`src/rtl/wdg_pkg.sv`:
```
package wdg_pkg;
  localparam int DW = 16;
  localparam int TW = 8;
  localparam int PW = 8;
  localparam int IW = 3;
  localparam logic [IW-1:0] IDX_CTRL = 3'd0;
  localparam logic [IW-1:0] IDX_SVC  = 3'd1;
  localparam logic [IW-1:0] IDX_CAUSE = 3'd2;
  localparam logic [IW-1:0] IDX_EW   = 3'd3;
  localparam logic [IW-1:0] IDX_MISC = 3'd4;
  localparam int C_SUSP = 0;
  localparam int C_DBG  = 1;
  localparam int C_EN   = 2;
  localparam int C_TRQ  = 3;
  localparam int C_SWR  = 4;
  localparam int C_EXT  = 5;
  localparam int C_WAIT = 7;
  localparam int EW_IE  = 15;
  localparam int EW_ST  = 14;
  localparam logic [DW-1:0] KEY_FIRST  = 16'h5555;
  localparam logic [DW-1:0] KEY_SECOND = 16'hAAAA;
  localparam logic [PW-1:0] EW_DEFAULT = 8'h04;
endpackage

```
`src/rtl/wdg_svc_seq.sv`:
```
module wdg_svc_seq #(
  parameter int DW = 16,
  parameter logic [DW-1:0] K1 = 16'h5555,
  parameter logic [DW-1:0] K2 = 16'hAAAA
) (
  input  logic          clk,
  input  logic          rst,
  input  logic          wr,
  input  logic [DW-1:0] data,
  output logic          ok
);
  logic armed_q;

  always_ff @(posedge clk) begin
    if (rst) armed_q <= 1'b0;
    else if (wr) armed_q <= (data == K1);
  end

  assign ok = wr && armed_q && (data == K2);
endmodule

```
`src/rtl/wdg_down_counter.sv`:
```
module wdg_down_counter #(
  parameter int CW = 9,
  parameter int PW = 8
) (
  input  logic          clk,
  input  logic          rst,
  input  logic          load,
  input  logic [CW-1:0] load_val,
  input  logic          run,
  input  logic          tick,
  input  logic [PW-1:0] warn_val,
  output logic          expire,
  output logic          warn_hit
);
  logic [CW-1:0] cnt_q;
  logic          dec;
  logic [CW-1:0] cnt_nx;

  assign dec    = run && tick && !load && (cnt_q != '0);
  assign cnt_nx = cnt_q - CW'(1);
  assign expire   = dec && (cnt_q == CW'(1));
  assign warn_hit = dec && (cnt_nx == CW'(warn_val));

  always_ff @(posedge clk) begin
    if (rst)       cnt_q <= '0;
    else if (load) cnt_q <= load_val;
    else if (dec)  cnt_q <= cnt_nx;
  end
endmodule

```
`src/rtl/wdg_top.sv`:
```
module wdg_top
  import wdg_pkg::*;
#(
  parameter int AW = 4
) (
  input  logic          clk,
  input  logic          rst,
  input  logic          wr_en,
  input  logic [AW-1:0] addr,
  input  logic [15:0]   wdata,
  output logic [15:0]   rdata,
  input  logic          tick,
  output logic          irq,
  output logic          tout_rst,
  output logic          sw_rst
);
  localparam int CW = TW + 1;

  logic [TW-1:0] wt_q;
  logic          wait_q, ext_q, trq_q, en_q, dbg_q, susp_q, ctl_lk_q;
  logic [1:0]    cause_q;
  logic          ie_q, ist_q, ew_lk_q, pd_q;
  logic [PW-1:0] warn_q;
  logic [15:0]   rdata_q;
  logic          tout_q, swr_q;

  logic [AW-2:0] hidx;
  logic          wr_ctrl, wr_svc, wr_ew, wr_misc;
  logic          svc_ok, load, expire, warn_hit;
  logic [CW-1:0] load_val;
  logic [15:0]   ctrl_rd, ew_rd, rd_mux;

  assign hidx    = addr[AW-1:1];
  assign wr_ctrl = wr_en && (hidx == (AW-1)'(IDX_CTRL));
  assign wr_svc  = wr_en && (hidx == (AW-1)'(IDX_SVC));
  assign wr_ew   = wr_en && (hidx == (AW-1)'(IDX_EW));
  assign wr_misc = wr_en && (hidx == (AW-1)'(IDX_MISC));

  wdg_svc_seq #(.DW(DW), .K1(KEY_FIRST), .K2(KEY_SECOND)) u_seq (
    .clk(clk), .rst(rst), .wr(wr_svc), .data(wdata), .ok(svc_ok)
  );

  assign load     = (wr_ctrl && wdata[C_EN] && !en_q) || (svc_ok && en_q);
  assign load_val = wr_ctrl ? (CW'(wdata[15:8]) + CW'(1)) : (CW'(wt_q) + CW'(1));

  wdg_down_counter #(.CW(CW), .PW(PW)) u_cnt (
    .clk(clk), .rst(rst), .load(load), .load_val(load_val), .run(en_q),
    .tick(tick), .warn_val(warn_q), .expire(expire), .warn_hit(warn_hit)
  );

  // Control register: free fields, sticky bits and first-write locks
  always_ff @(posedge clk) begin
    if (rst) begin
      wt_q <= '0; ext_q <= 1'b1; trq_q <= 1'b0; en_q <= 1'b0;
      wait_q <= 1'b0; dbg_q <= 1'b0; susp_q <= 1'b0; ctl_lk_q <= 1'b0;
    end else if (wr_ctrl) begin
      wt_q  <= wdata[15:8];
      ext_q <= wdata[C_EXT];
      trq_q <= trq_q | wdata[C_TRQ];
      en_q  <= en_q | wdata[C_EN];
      if (!ctl_lk_q) begin
        wait_q <= wdata[C_WAIT];
        dbg_q  <= wdata[C_DBG];
        susp_q <= wdata[C_SUSP];
      end
      ctl_lk_q <= 1'b1;
    end
  end

  // Early-warning control, status and misc
  always_ff @(posedge clk) begin
    if (rst) begin
      ie_q <= 1'b0; ist_q <= 1'b0; warn_q <= EW_DEFAULT; ew_lk_q <= 1'b0; pd_q <= 1'b1;
    end else begin
      if (wr_ew && !ew_lk_q) begin
        ie_q    <= wdata[EW_IE];
        warn_q  <= wdata[PW-1:0];
        ew_lk_q <= 1'b1;
      end
      if (warn_hit && ie_q)         ist_q <= 1'b1;
      else if (wr_ew && wdata[EW_ST]) ist_q <= 1'b0;
      if (wr_misc) pd_q <= wdata[0];
    end
  end

  // Reset requests and cause record
  always_ff @(posedge clk) begin
    if (rst) begin
      cause_q <= 2'b00; tout_q <= 1'b0; swr_q <= 1'b0;
    end else begin
      swr_q <= 1'b0;
      if (expire) begin
        cause_q <= 2'b10;
        if (trq_q) tout_q <= 1'b1;
      end
      if (wr_ctrl && !wdata[C_SWR]) begin
        swr_q   <= 1'b1;
        cause_q <= 2'b01;
      end
    end
  end

  assign ctrl_rd = {wt_q, wait_q, 1'b0, ext_q, 1'b1, trq_q, en_q, dbg_q, susp_q};
  assign ew_rd   = {ie_q, ist_q, {(14-PW){1'b0}}, warn_q};

  always_comb begin
    unique case (hidx)
      (AW-1)'(IDX_CTRL):  rd_mux = ctrl_rd;
      (AW-1)'(IDX_CAUSE): rd_mux = {14'd0, cause_q};
      (AW-1)'(IDX_EW):    rd_mux = ew_rd;
      (AW-1)'(IDX_MISC):  rd_mux = {15'd0, pd_q};
      default:            rd_mux = '0;
    endcase
  end

  always_ff @(posedge clk) begin
    if (rst) rdata_q <= '0;
    else     rdata_q <= rd_mux;
  end

  assign rdata    = rdata_q;
  assign irq      = ist_q;
  assign tout_rst = tout_q;
  assign sw_rst   = swr_q;
endmodule

```
`config.mk`:
```
export PLATFORM = sky130hd
export DESIGN_NAME = wdg_top
export DESIGN_NICKNAME = d
export VERILOG_FILES = /design/src/rtl/wdg_pkg.sv /design/src/rtl/wdg_svc_seq.sv /design/src/rtl/wdg_down_counter.sv /design/src/rtl/wdg_top.sv
export SDC_FILE = /design/constraint.sdc
export NUM_CORES = 1
export LEC_CHECK = 0
export ABC_AREA = 1
export BUFFER_PORTS_ARGS = -buffer_cell sky130_fd_sc_hd__buf_4
export CAP_MARGIN = 20
export CORE_ASPECT_RATIO = 0.8
export CORE_MARGIN = 1.5
export CORE_UTILIZATION = 30
export DETAILED_ROUTE_END_ITERATION = 16
export PLACE_DENSITY = 0.51
export SLEW_MARGIN = 25
export SYNTH_ARGS = -nofsm -noshare
export SYNTH_HDL_FRONTEND = slang
export SYNTH_SLANG_ARGS = --single-unit
```
`constraint.sdc`:
```
create_clock -name clk -period 1.5 [get_ports clk]
set_input_delay 0.3 -clock clk [delete_from_list [all_inputs] [get_ports clk]]
set_output_delay 0.3 -clock clk [all_outputs]
set_load 0.01 [all_outputs]
```
==> key figures <==
Timing
  – Worst Skew: 0.00514 ns
  – Worst-Margin Slew: 0.349 ns
  – Final WS setup: -0.0949 ns
  – Final hold vios: 0
  – Relative slew slack: 76.5%
  – RSZ-0062 raised after global routing: yes
  – Post-layout minimum cycle time: 1.59 ns
  – Slew Viols, Final: 0
  – Fin Hold WS: 0.288 ns
  – Period Utilization, post-route: 106%
  – Final setup vio count: 10
  – Fin Setup TNS: -0.611 ns
  – Highest clock rate: 627 MHz

Clocking
  – CTS Buffer Depth: 2
  – Post-CTS Setup Inserts: 0
  – Clk sinks: 57
  – CTS tree: done
  – Num CTS Buffers: 9
  – Hold-fix buffers, CTS: 0
  – Clk_lat worst skew: 0.34 ns
  – Htree depth: 3
  – CTS Root Cell: clkbuf_16
  – Worst-path clk slew: 0.05 ns

Placement
  – Post-DP HPWL: 6950 um
  – Routability congestion estimate: 0.839
  – Place WS: -0.285 ns
  – I/O Buffers: 41
  – Cell count after placement: 671

Yosys
  – Post-synthesis net count: 459
  – Seq cells post-synth: 57
  – Yosys warns: 0
  – EDFF count, synth: 0
  – Compound-Gate Fraction of Synth Area: 11.7%
  – Async SR Flop Fraction: 0%
  – Main combinational cell family by area after synthesis: simple AND/OR/NAND/NOR gates
  – Synthesized cell area: 2990 um^2
  – Post-synthesis mux area share: 0%
  – XOR/XNOR Fraction of Synth Area: 0.293%
  – Synth Area in Adders: 1.68%
  – Synth unique cells: 34
  – Syn Inst Count: 431
  – Post-synthesis average cell area: 6.93 um^2
  – Seq/Total Area, Yosys: 38.2%
  – Top FF cell, synth: dfxtp_1
  – Post-synthesis simple-gate area fraction: 38.9%

Layout
  – Filler cells: 1009
  – Nets: 574
  – Synth-to-Final Area Change: 48.4%
  – Share of layout cells above drive strength 1: 36.1%
  – Fin cells: 687
  – # diodes: 0

Die
  – Core Footprint: 9650 um^2
  – Num rows: 32
  – Starting Density: 30.9%
  – DIE AREA: 10600 um^2
  – Die width: 115 um
  – Num ports: 43
  – Die H: 92.2 um

Detailed routing
  – Routed length per instance: 13.2 um
  – Post-route ant nets: 0
  – Final wirelength: 9090 um
  – Drt via density: 4.55
  – Vias post-DR: 3127
  – Detailed Routing Iterations Pass 1: 4
  – 1st-iter DRT viols: 179
  – Residual DRC: 0

Global route
  – First-pass GRT wire length: 14800 um
  – GRT Residual Overflow: 0
  – Largest net degree at the start of global routing: 26
  – Antenna violations before repair: 0
  – GRT Total Usage: 18.6%
  – Number of global-route vias before repair: 3098

Hold path
  – Worst hold stages: 4
  – Worst hold path class: input pin to register

Pwr
  – Pwr/cell area: 951 nW/um^2
  – Worst VDD drop: 0.000528 V
  – Power, Total: 4.22 mW
  – Pleak: 2.02 nW

Critical path
  – Flop2flop setup slack: -0.09 ns
  – CP Launch Type: register
  – Reg2reg path depth: 11
  – Worst setup EP type: register
  – CP Data Arrival Time: 1.82 ns
  – Crit Path Class: register to register
  – Worst Path Required: 1.73 ns
  – Worst-path maximum fanout: 5

Run
  – Max Cap Viol: 0

Run status
  – Failing checks: setup timing
  – Outcome: finished, violations left
-- repair_timing --
item,CTS,global route
resized for setup,22,24
gates cloned,0,0
setup endpoints to repair,13,13
pin swaps,16,7
-- logic make-up (layout without fill, tap and decap cells) --
kind of cell             Yosys count  after routing
AO/OA/AOI/OAI                     61             61
flip-flops                        57             57
XOR/XNOR                           1              1
adder cells (fa/ha/maj)            4              4
buffers and inverters             66            186
AND/OR/NAND/NOR                  242            242
-- placed cells by master, fill, tap and decap left out, drive strengths merged, types with 3 or more instances in the layout --
master  count
buf       115
inv        55
clkbuf     14
ha          4
nor2       66
a21oi      31
nand2     107
o22ai       3
nand3      56
o21ai      23
nor3        6
nand4       4
dfxtp      57
-- critical path, stage by stage, from the launching register on --
cell     delay (ns)
dfxtp_2        0.33
inv_2          0.05
ha_2           0.19
nand2_1        0.06
nor2_1         0.05
nor2_2         0.20
nand3_4        0.17
buf_6          0.16
nand3_1        0.07
nand2_1        0.06
nor2_1         0.09
nor2_1         0.05
-- final timing paths --
path                                startpoint        endpoint
worst min register to register         wt_q[2]       rdata[10]
worst min-delay path                 wdata[13]   u_seq.armed_q
worst max register to register  u_cnt.cnt_q[0]  u_cnt.cnt_q[8]
worst max-delay path            u_cnt.cnt_q[0]  u_cnt.cnt_q[8]
-- metal layers --
layer / global-route usage, % / up-vias / wire [um]
li1: - / 1619 / -
met1: 24.7 / 1429 / 4440
met2: 28.6 / 66 / 3990
met3: 4.96 / 13 / 509
met4: 7.19 / 0 / 146
met5: 0 / - / 0
-- cell usage after synthesis (all sizes together), types with 3 or more instances --
library cell	n	share of area [%]
a21oi	31	5.6
clkbuf	5	0.63
buf	6	1.7
nor3	6	1.0
nand4	4	0.84
nand3	56	10
inv	55	6.9
o22ai	3	0.63
o21ai	23	4.4
dfxtp	57	38
ha	4	1.7
nand2	107	16
nor2	66	10
-- sequential cells by signal (all words and copies together) (netlist names), 2 cells and up --
name,count
u_cnt.cnt_q,9
warn_q,8
rdata,16
cause_q,2
wt_q,8
-- cell type report --
class,count,area [um^2],area share [%]
Clock buffer,14,274,6.18
Clock inverter,2,35.0,0.791
Inverter,55,206,4.66
Multi-Input combinational cell,308,1700,38.3
Sequential cell,57,1140,25.8
Tap cell,136,170,3.84
Timing Repair Buffer,115,906,20.4
-- report_power, final --
group / switching, mW / leakage [nW] / internal, mW / total (mW)
Sequential: 0.0213 / 0.462 / 1.55 / 1.57
Combinational: 0.279 / 1.40 / 0.231 / 0.509
Clock: 0.719 / 0.153 / 1.42 / 2.14
-- metrics by stage --
| stage | instance area [um^2] | utilization, % |
|---|---|---|
| floorplan | 3010 | - |
| global placement | 3980 | 41.3 |
| detailed placement | 3980 | 41.3 |
| CTS | 4360 | 45.2 |
| global route | 4430 | 45.9 |
| finish | 4430 | 45.9 |
No activity file was read; power rests on OpenSTA's default activity.
